$ cat config.mk
export PLATFORM = sky130hd
export DESIGN_NAME = pfd_lock_boost
export DESIGN_NICKNAME = d
export VERILOG_FILES = /design/src/rtl/pfd_pkg.sv /design/src/rtl/pfd_core.sv /design/src/rtl/lock_monitor.sv /design/src/rtl/boost_window.sv /design/src/rtl/pfd_lock_boost.sv
export SDC_FILE = /design/constraint.sdc
export NUM_CORES = 1
export LEC_CHECK = 0
export BUFFER_PORTS_ARGS = -buffer_cell sky130_fd_sc_hd__buf_2
export CORE_MARGIN = 3
export CORE_UTILIZATION = 55
export DETAILED_ROUTE_END_ITERATION = 16
export MAX_ROUTING_LAYER = met4
export PLACE_DENSITY = 0.83
export SYNTH_ARGS = -nofsm -noshare
export SYNTH_HDL_FRONTEND = slang
export SYNTH_SLANG_ARGS = --single-unit
$ cat constraint.sdc
create_clock -name clk -period 3.75 [get_ports clk]
set_clock_uncertainty 0.15 [all_clocks]
set_input_delay 0.375 -clock clk [delete_from_list [all_inputs] [get_ports clk]]
set_output_delay 0.375 -clock clk [all_outputs]
set_load 0.02 [all_outputs]
$ cat src/rtl/pfd_pkg.sv
package pfd_pkg;

    typedef struct packed {
        logic up;
        logic dn;
    } pump_t;

    typedef enum logic [0:0] {
        BST_IDLE  = 1'b0,
        BST_DRIVE = 1'b1
    } bst_state_e;

    function automatic logic [8:0] sat_inc9(input logic [8:0] v);
        return (&v) ? v : v + 9'd1;
    endfunction

endpackage

$ cat src/rtl/pfd_core.sv
module pfd_core
    import pfd_pkg::*;
(
    input  logic  clk,
    input  logic  rst,
    input  logic  run,
    input  logic  ref_i,
    input  logic  fb_i,
    output pump_t pump_o,
    output logic  ref_edge_o
);
    logic  ref_q, fb_q;
    logic  fb_edge;
    pump_t st_q, st_nx;

    assign ref_edge_o = ref_i & ~ref_q;
    assign fb_edge    = fb_i & ~fb_q;

    always_comb begin
        st_nx.up = st_q.up | ref_edge_o;
        st_nx.dn = st_q.dn | fb_edge;
        if (!run || (st_nx.up && st_nx.dn)) begin
            st_nx = '0;
        end
    end

    always_ff @(posedge clk) begin
        if (rst) begin
            ref_q <= 1'b0;
            fb_q  <= 1'b0;
            st_q  <= '0;
        end else begin
            ref_q <= ref_i;
            fb_q  <= fb_i;
            st_q  <= st_nx;
        end
    end

    assign pump_o = st_q;
endmodule

$ cat src/rtl/lock_monitor.sv
module lock_monitor
    import pfd_pkg::*;
#(
    parameter int ERR_W  = 8,
    parameter int LOCK_N = 4
) (
    input  logic             clk,
    input  logic             rst,
    input  logic             run,
    input  logic             ld_en,
    input  logic [ERR_W-1:0] err_limit,
    input  pump_t            pump,
    input  logic             ref_edge,
    output logic             unlock_n
);
    localparam int CNT_W = $clog2(LOCK_N + 1);

    logic [8:0]       width_q, width_nx;
    logic             exceed, bad_q;
    logic [CNT_W-1:0] cnt_q, cnt_nx;
    logic             active;

    assign active = pump.up | pump.dn;

    always_comb begin
        width_nx = active ? sat_inc9(width_q) : 9'd0;
        exceed   = active && (width_nx > 9'(err_limit));
        cnt_nx   = cnt_q;
        if (!run) begin
            cnt_nx = '0;
        end else if (ref_edge) begin
            if (bad_q || exceed)                cnt_nx = '0;
            else if (cnt_q != CNT_W'(LOCK_N))   cnt_nx = cnt_q + 1'b1;
        end
    end

    always_ff @(posedge clk) begin
        if (rst) begin
            width_q  <= '0;
            bad_q    <= 1'b0;
            cnt_q    <= '0;
            unlock_n <= 1'b0;
        end else begin
            width_q  <= run ? width_nx : 9'd0;
            if (!run || ref_edge) bad_q <= 1'b0;
            else                  bad_q <= bad_q | exceed;
            cnt_q    <= cnt_nx;
            unlock_n <= run && ld_en && (cnt_nx == CNT_W'(LOCK_N));
        end
    end
endmodule

$ cat src/rtl/boost_window.sv
module boost_window
    import pfd_pkg::*;
#(
    parameter int CODE_W  = 5,
    parameter int PERIODS = 2
) (
    input  logic              clk,
    input  logic              rst,
    input  logic              run,
    input  logic              load_done,
    input  logic [CODE_W-1:0] code_i,
    input  logic              ref_edge,
    output logic [CODE_W-1:0] code_o,
    output logic              oe_o
);
    localparam int PCNT_W = $clog2(PERIODS + 1);

    bst_state_e        st_q;
    logic [PCNT_W-1:0] pcnt_q;
    logic [CODE_W-1:0] code_q;
    logic              run_q;
    logic              trigger;

    assign trigger = run && (!run_q || load_done);

    always_ff @(posedge clk) begin
        if (rst) begin
            st_q   <= BST_IDLE;
            pcnt_q <= '0;
            code_q <= '0;
            run_q  <= 1'b0;
        end else begin
            run_q <= run;
            if (!run) begin
                st_q <= BST_IDLE;
            end else if (trigger) begin
                pcnt_q <= '0;
                code_q <= code_i;
                st_q   <= (code_i != '0) ? BST_DRIVE : BST_IDLE;
            end else if (st_q == BST_DRIVE && ref_edge) begin
                if (pcnt_q == PCNT_W'(PERIODS - 1)) st_q <= BST_IDLE;
                else                                pcnt_q <= pcnt_q + 1'b1;
            end
        end
    end

    assign oe_o   = (st_q == BST_DRIVE);
    assign code_o = oe_o ? code_q : '0;
endmodule

$ cat src/rtl/pfd_lock_boost.sv
module pfd_lock_boost
    import pfd_pkg::*;
#(
    parameter int CODE_W  = 5,
    parameter int ERR_W   = 8,
    parameter int LOCK_N  = 4,
    parameter int PERIODS = 2
) (
    input  logic              clk,
    input  logic              rst,
    input  logic              run_i,
    input  logic              ld_en_i,
    input  logic [ERR_W-1:0]  err_limit_i,
    input  logic [CODE_W-1:0] boost_code_i,
    input  logic              load_done_i,
    input  logic              ref_i,
    input  logic              fb_i,
    output logic              pump_up_o,
    output logic              pump_dn_o,
    output logic              pump_oe_o,
    output logic              unlock_n_o,
    output logic [CODE_W-1:0] boost_code_o,
    output logic              boost_oe_o
);
    pump_t pump;
    logic  ref_edge;

    pfd_core u_core (
        .clk(clk), .rst(rst), .run(run_i),
        .ref_i(ref_i), .fb_i(fb_i),
        .pump_o(pump), .ref_edge_o(ref_edge)
    );

    lock_monitor #(.ERR_W(ERR_W), .LOCK_N(LOCK_N)) u_lock (
        .clk(clk), .rst(rst), .run(run_i), .ld_en(ld_en_i),
        .err_limit(err_limit_i), .pump(pump), .ref_edge(ref_edge),
        .unlock_n(unlock_n_o)
    );

    boost_window #(.CODE_W(CODE_W), .PERIODS(PERIODS)) u_boost (
        .clk(clk), .rst(rst), .run(run_i), .load_done(load_done_i),
        .code_i(boost_code_i), .ref_edge(ref_edge),
        .code_o(boost_code_o), .oe_o(boost_oe_o)
    );

    assign pump_up_o = pump.up;
    assign pump_dn_o = pump.dn;
    assign pump_oe_o = pump.up | pump.dn;
endmodule

# Yosys cells after proc, flatten, opt, wreduce, memory -nomap -nowiden
# Cells that the tools add are included.
# totals
register_bits	27
latch_bits	0
elab_cells	65
inputBits	20
output_inout_bits	10
n_memories	0
rom_bits	0
ramBits	0
# op_classes
magnitude_cmp	1
eq_ne	4
shift	0
reduce_logical	22
mul	0
mux	14
div_mod_pow	0
n_bitwise	9
add_sub_neg	3
# op_table
operator	n
9-bit 2-to-1 mux	2
3-bit 2-to-1 mux	4
9-bit by 1-bit adder with 9-bit output (second input constant)	1
9-bit by 8-bit greater-than comparator with 1-bit output	1
9-bit AND reduction	1
1-bit logical AND	6
2-bit 2-to-1 mux	3
2-bit OR reduction	3
5-bit 2-to-1 mux	1
5-bit nonzero test	1
1-bit logical OR	4
1-bit 2-to-1 mux	4
1-bit OR	4
2-bit AND reduction	2
2-bit nonzero test	2
3-bit by 1-bit adder with 3-bit output (second input constant)	1
3-bit == test (second input constant)	1
3-bit inequality test (second input constant)	1
1-bit inverter	3
3-bit AND reduction	1
2-bit by 1-bit adder with 2-bit output (second input constant)	1
1-bit AND	2
2-bit by 1-bit == test with 1-bit output (second input constant)	1
1-bit logical NOT	2
2-bit by 1-bit inequality test with 1-bit output (second input constant)	1

# Logic depth before layout (Yosys ltp)
# logic_depth
ltp_word	11
ltp_mapped	12
depth_no_buf	12

# Hierarchy
# A second synthesis with hierarchy kept.
# unflattened
hier_cells	175
hier_area_um2	1535.2
# modules_own_cells
module	cells_per_inst	seq_area_each_um2	area_each_um2	instances
lock_monitor	113	280.3	928.4	1
boost_window	47	180.2	419.2	1
pfd_core	14	80.1	181.4	1
pfd_lock_boost	1	0.0	6.3	1

# Worst setup path before layout
# Ideal clock, no wire load.
# synth_path
path_type	register -> register
startpoint	register u_lock.width_q[0]
endpoint	register u_lock.unlock_n
n_path_buf	0
required_ns	3.469
path_slack_ns	1.228
path_stages_with_launch	13
synth_period_minus_slack_ns	2.522
setup_time_ns	0.131
arrival_time_ns	2.241
cell_sequence	dfxtp_1 > ha_1 > nand2_1 > nor3_4 > nor2_1 > xnor2_1 > nor2_1 > ha_1 > nand4_1 > o221ai_1 > nor2_1 > o32ai_2 > nor4_2
# synth_via
elab_chain_len	11
word_cells_on_any_way	12
cone_classes	1 x add/sub; 1 x order compare; 1 x eq/ne; 5 x mux; 4 x reduce/logical
# synth_rtl
item	line_no	source
from (decl)	lock_monitor.sv:18	logic [8:0] width_q, width_nx;
from (signal assigned)	lock_monitor.sv:44	width_q <= run ? width_nx : 9'd0;
9-bit by 1-bit adder with 9-bit output / 9-bit AND reduction (equally long branches)	pfd_pkg.sv:14	return (&v) ? v : v + 9'd1;
9-bit 2-to-1 mux *	pfd_pkg.sv:14	
9-bit 2-to-1 mux *	lock_monitor.sv:26	width_nx = active ? sat_inc9(width_q) : 9'd0;
net u_lock.width_nx[3]	lock_monitor.sv:18	
9-bit by 8-bit greater-than comparator with 1-bit output *	lock_monitor.sv:27	exceed = active && (width_nx > 9'(err_limit));
1-bit logical AND *	lock_monitor.sv:27	
1-bit logical OR *	lock_monitor.sv:32	if (bad_q || exceed) cnt_nx = '0;
3-bit 2-to-1 mux *	lock_monitor.sv:32	
3-bit 2-to-1 mux *	lock_monitor.sv:31	end else if (ref_edge) begin
3-bit 2-to-1 mux *	lock_monitor.sv:29	if (!run) begin
3-bit == test *	lock_monitor.sv:48	unlock_n <= run && ld_en && (cnt_nx == CNT_W'(LOCK_N));
1-bit logical AND *	lock_monitor.sv:48	
to (signal assigned)	lock_monitor.sv:48	
to (decl)	lock_monitor.sv:14	output logic unlock_n
# The timed path passes the listed nets; every way through them passes the cells marked *.
# A chain may end at the register's enable or synchronous reset.

# Final worst setup path
# layout_path
startpoint	register u_lock.width_q[0]
endpoint	register u_lock.cnt_q[1]
# layout_via
elab_chain_len	9
word_cells_on_any_way	10
cone_classes	1 x add/sub; 1 x order compare; 5 x mux; 3 x reduce/logical
# layout_rtl
item	line_no	source
9-bit by 1-bit adder with 9-bit output / 9-bit AND reduction (equally long branches)	pfd_pkg.sv:14	
9-bit 2-to-1 mux *	pfd_pkg.sv:14	
9-bit 2-to-1 mux *	lock_monitor.sv:26	
net u_lock.width_nx[3]	lock_monitor.sv:18	
9-bit by 8-bit greater-than comparator with 1-bit output *	lock_monitor.sv:27	
1-bit logical AND *	lock_monitor.sv:27	
1-bit logical OR *	lock_monitor.sv:32	
3-bit 2-to-1 mux *	lock_monitor.sv:32	
3-bit 2-to-1 mux *	lock_monitor.sv:31	
3-bit 2-to-1 mux *	lock_monitor.sv:29	
to (signal assigned)	lock_monitor.sv:47	cnt_q <= cnt_nx;
to (decl)	lock_monitor.sv:20	logic [CNT_W-1:0] cnt_q, cnt_nx;
# Marks and branches as above.

==> flow_summary_export.csv <==
group,metric,value,unit
route,routed_wl,2940,um
synth,synth-compound-area-share,0.115,
placed_design,port-buffer-count,29,
worst_setup_path,endpoint_kind,"register",
floorplan,core_area,2340,um^2
grt,first_pass_grt_wire_length,5350,um
clock_network,htreeDepth,1,
route,route.vias.total,1284,
route,drt-initial-drc-count,36,
sta,max_clock_freq,0.344,GHz
sta,rsz0062_at_grt,"no",
synth,synth-main-ff-cell,"dfxtp_1",
worst_setup_path,critPathRequiredTime,3.81,ns
clock_network,cts_hold_buf,0,
clock_network,tritoncts,"yes",
sta,timing.final.max_slew_violations,0,
worst_hold_path,hp-class,"input port to register",
clock_network,clk_path_buf_depth,2,
synth,ys_types,35,
synth,synthTopCellsByCount,"dfxtp_1, nand2_1, nor2_1, inv_1, ha_1",
clock_network,cts_buffers,3,
power_and_ir_drop,fin_total_pwr,0.479,mW
power_and_ir_drop,ir_drop,0.272,mV
layout,n_antenna_cell,0,
clock_network,post_cts_buffers,0,
sta,whs,0.125,ns
sta,setup_violations,0,
synth,postSynthCellCount,176,
route,drt_pre_antenna_iters,4,
sta,tightest_slew,0.608,ns
worst_setup_path,critical_path_type,"register to register",
floorplan,io_pins,30,
floorplan,floorplan.rows,17,
worst_setup_path,r2r-end,"u_lock.cnt_q[1]$_SDFF_PP0_",
synth,main_combinational_cell_family_by_area_after_synthesis,"simple AND/OR/NAND/NOR gates",
layout,design.final.nets,239,
sta,fin_crit,2.90,ns
synth,yosys.area_share.adder,0.104,
worst_setup_path,worst-r2r-setup-slack,0.85,ns
route,antenna_violating_nets_post_route,0,
synth,yosys.area_share.xor_xnor,0.0304,
placed_design,placed_area,1610,um^2
grt,gr-total-overflow,0,
layout,post_route_cells_drive_above_1_share,0.184,
grt,globalRouteTotalUtil,0.211,
power_and_ir_drop,power.leakage,0.730,nW
synth,synthArstFlopShare,0,
worst_hold_path,min_delay_worst_endpoint,"u_core.ref_q$_SDFF_PP0_",
worst_setup_path,worstRegToRegCells,12,
clock_network,cts_resized,0,
synth,postSynthAreaPerCell,8.18,um^2
floorplan,die_x,57.2,um
worst_setup_path,timing.critical_path.from_type,"register",
placed_design,placedCellCount,230,
clock_network,tritoncts_num_sinks,27,
clock_network,cts.root.buffer_cell,"clkbuf_4",
layout,multi_input_comb_area,825,um^2
worst_setup_path,cp.arrival,2.96,ns
layout,finalInstanceArea,1630,um^2
route,avgRoutedWirePerCell,12.6,um
synth,yosys_register_bits,27,
sta,timing.slew.headroom,0.594,
synth,netlist_area,1440,um^2
synth,postSynthNetCount,208,
layout,fin_cells,234,
power_and_ir_drop,power_density,294,nW/um^2
synth,post-synth-top-area-fraction,0.375,
route,drt_drc_violations_left,0,
clock_network,clock_latency,0.32,ns
layout,register_area,541,um^2
worst_hold_path,timing.hold.worst_path_depth,2,
grt,antenna_violations_before_repair,0,
synth,synth-warning-count,0,
layout,number_of_fill_cells,205,
placed_design,gp_routability_congestion,0.825,
sta,hold_viol,0,
synth,synthTopCellsByArea,"dfxtp_1, ha_1, nand2_1",
synth,synth_top_cell_by_area,"dfxtp_1",
floorplan,design.die.area,3270,um^2
synth,synth.area.mux_share,0.0278,
synth,synth_simple_gate_area_share,0.295,
grt,grt_start_max_net_pins,15,
floorplan,initial_utilization,0.616,
sta,period_share,0.774,
sta,setup-tns-final,0,ns
synth,synth-edff-count,0,
route,viasPerCell,5.49,
worst_setup_path,crit_path_max_fanout,5,
layout,area_growth,13.3,%
grt,vias_in_the_first_global_route,1297,
placed_design,detailed_place_hpwl,2380,um
clock_network,clkTransAtPathRegs,0.14,ns
synth,synth.most_common_cell,"dfxtp_1",
flow_run,drv.max_cap_violation_count,0,
synth,ys_seq_area_frac,0.375,
floorplan,dieHeight,57.2,um
worst_hold_path,hold_path_startpoint,"ref_i",
outcome,run_status,"completed",
worst_setup_path,critical_path.reg2reg.startpoint,"u_lock.width_q[0]$_SDFF_PP0_",
cell families after synthesis:
family,after synthesis
compound gates,26
flops,27
simple gates,83
mux,4
xor+xnor,5
buf+inv,19
fa+ha+maj,12
where the power goes:
part	leakage, nW	internal, mW	switching, mW
clock	0.0150	0.0417	0.0834
sequential	0.220	0.294	0.00453
combinational	0.495	0.0226	0.0333
state kept, by name (all words and copies together), names as in the netlist:
signal / cells
u_boost.code_q: 5
u_boost.oe_o: 1
u_boost.pcnt_q: 2
u_boost.run_q: 1
u_core.fb_q: 1
u_core.pump_o: 2
u_core.ref_q: 1
u_lock.bad_q: 1
u_lock.cnt_q: 3
u_lock.unlock_n: 1
u_lock.width_q: 9
final cells by class:
class,count,area share
inverters,16,0.0368
repair buffers,29,0.0890
multi-input cells,130,0.505
clock buffers,4,0.0161
well taps,28,0.0215
flip-flops and latches,27,0.331
critical path: stages (launching register included):
cell and delay, ns:
dfxtp_1 0.40, ha_1 0.25, nand2_1 0.13, nor3_4 0.22, nor2_1 0.10, xnor2_1 0.20, nor2_1 0.07, ha_1 0.29
nand4_1 0.15, o221ai_1 0.21, nor2_1 0.10, o32ai_2 0.41, nor3_1 0.11
routing by layer:
| metal | track usage | routed length [um] | up-vias |
|---|---|---|---|
| li1 | - | - | 657 |
| met1 | 0.254 | 1340 | 582 |
| met2 | 0.346 | 1380 | 37 |
| met3 | 0.0362 | 157 | 8 |
| met4 | 0.0927 | 65 | 0 |
| met5 | - | 0 | - |
worst max-delay path by stage:
stage,endpoint,slack (ns),start
6_report,u_lock.cnt_q[1]$_SDFF_PP0_,0.85,u_lock.width_q[0]$_SDFF_PP0_
5_1_grt,u_lock.cnt_q[1]$_SDFF_PP0_,0.55,u_lock.width_q[0]$_SDFF_PP0_
4_1_cts,u_lock.cnt_q[1]$_SDFF_PP0_,0.86,u_lock.width_q[0]$_SDFF_PP0_
3_5_place_dp,u_lock.cnt_q[1]$_SDFF_PP0_,0.88,u_lock.width_q[0]$_SDFF_PP0_
3_3_place_gp,u_lock.unlock_n$_SDFF_PP0_,1.11,u_lock.width_q[0]$_SDFF_PP0_
2_1_floorplan,u_lock.unlock_n$_SDFF_PP0_,1.23,u_lock.width_q[0]$_SDFF_PP0_
cell usage in the layout, fill, tap and decap left out, types with 2 or more instances in the layout:
cell type  instances
nand2b_1           2
nor3_1             7
xor2_1             2
nand3_1            6
xnor2_1            3
a21oi_1           10
ha_1              12
nand2_1           25
clkbuf_4           3
inv_1             16
mux2i_1            4
nor2_1            22
buf_2             29
o21ai_1            2
nor4_1             2
nand4_1            2
nor2b_1            4
and2_1             5
and3_1             2
o21ai_0            5
dfxtp_1           27
through the flow:
stage / util / worst slack, ns
4_1_cts: 0.697 / 0.863
3_5_place_dp: 0.686 / 0.878
3_3_place_gp: 0.686 / 1.11
2_1_floorplan: - / 1.23
6_report: 0.697 / 0.847
5_1_grt: 0.697 / 0.545
(Power assumes the default switching activity.)
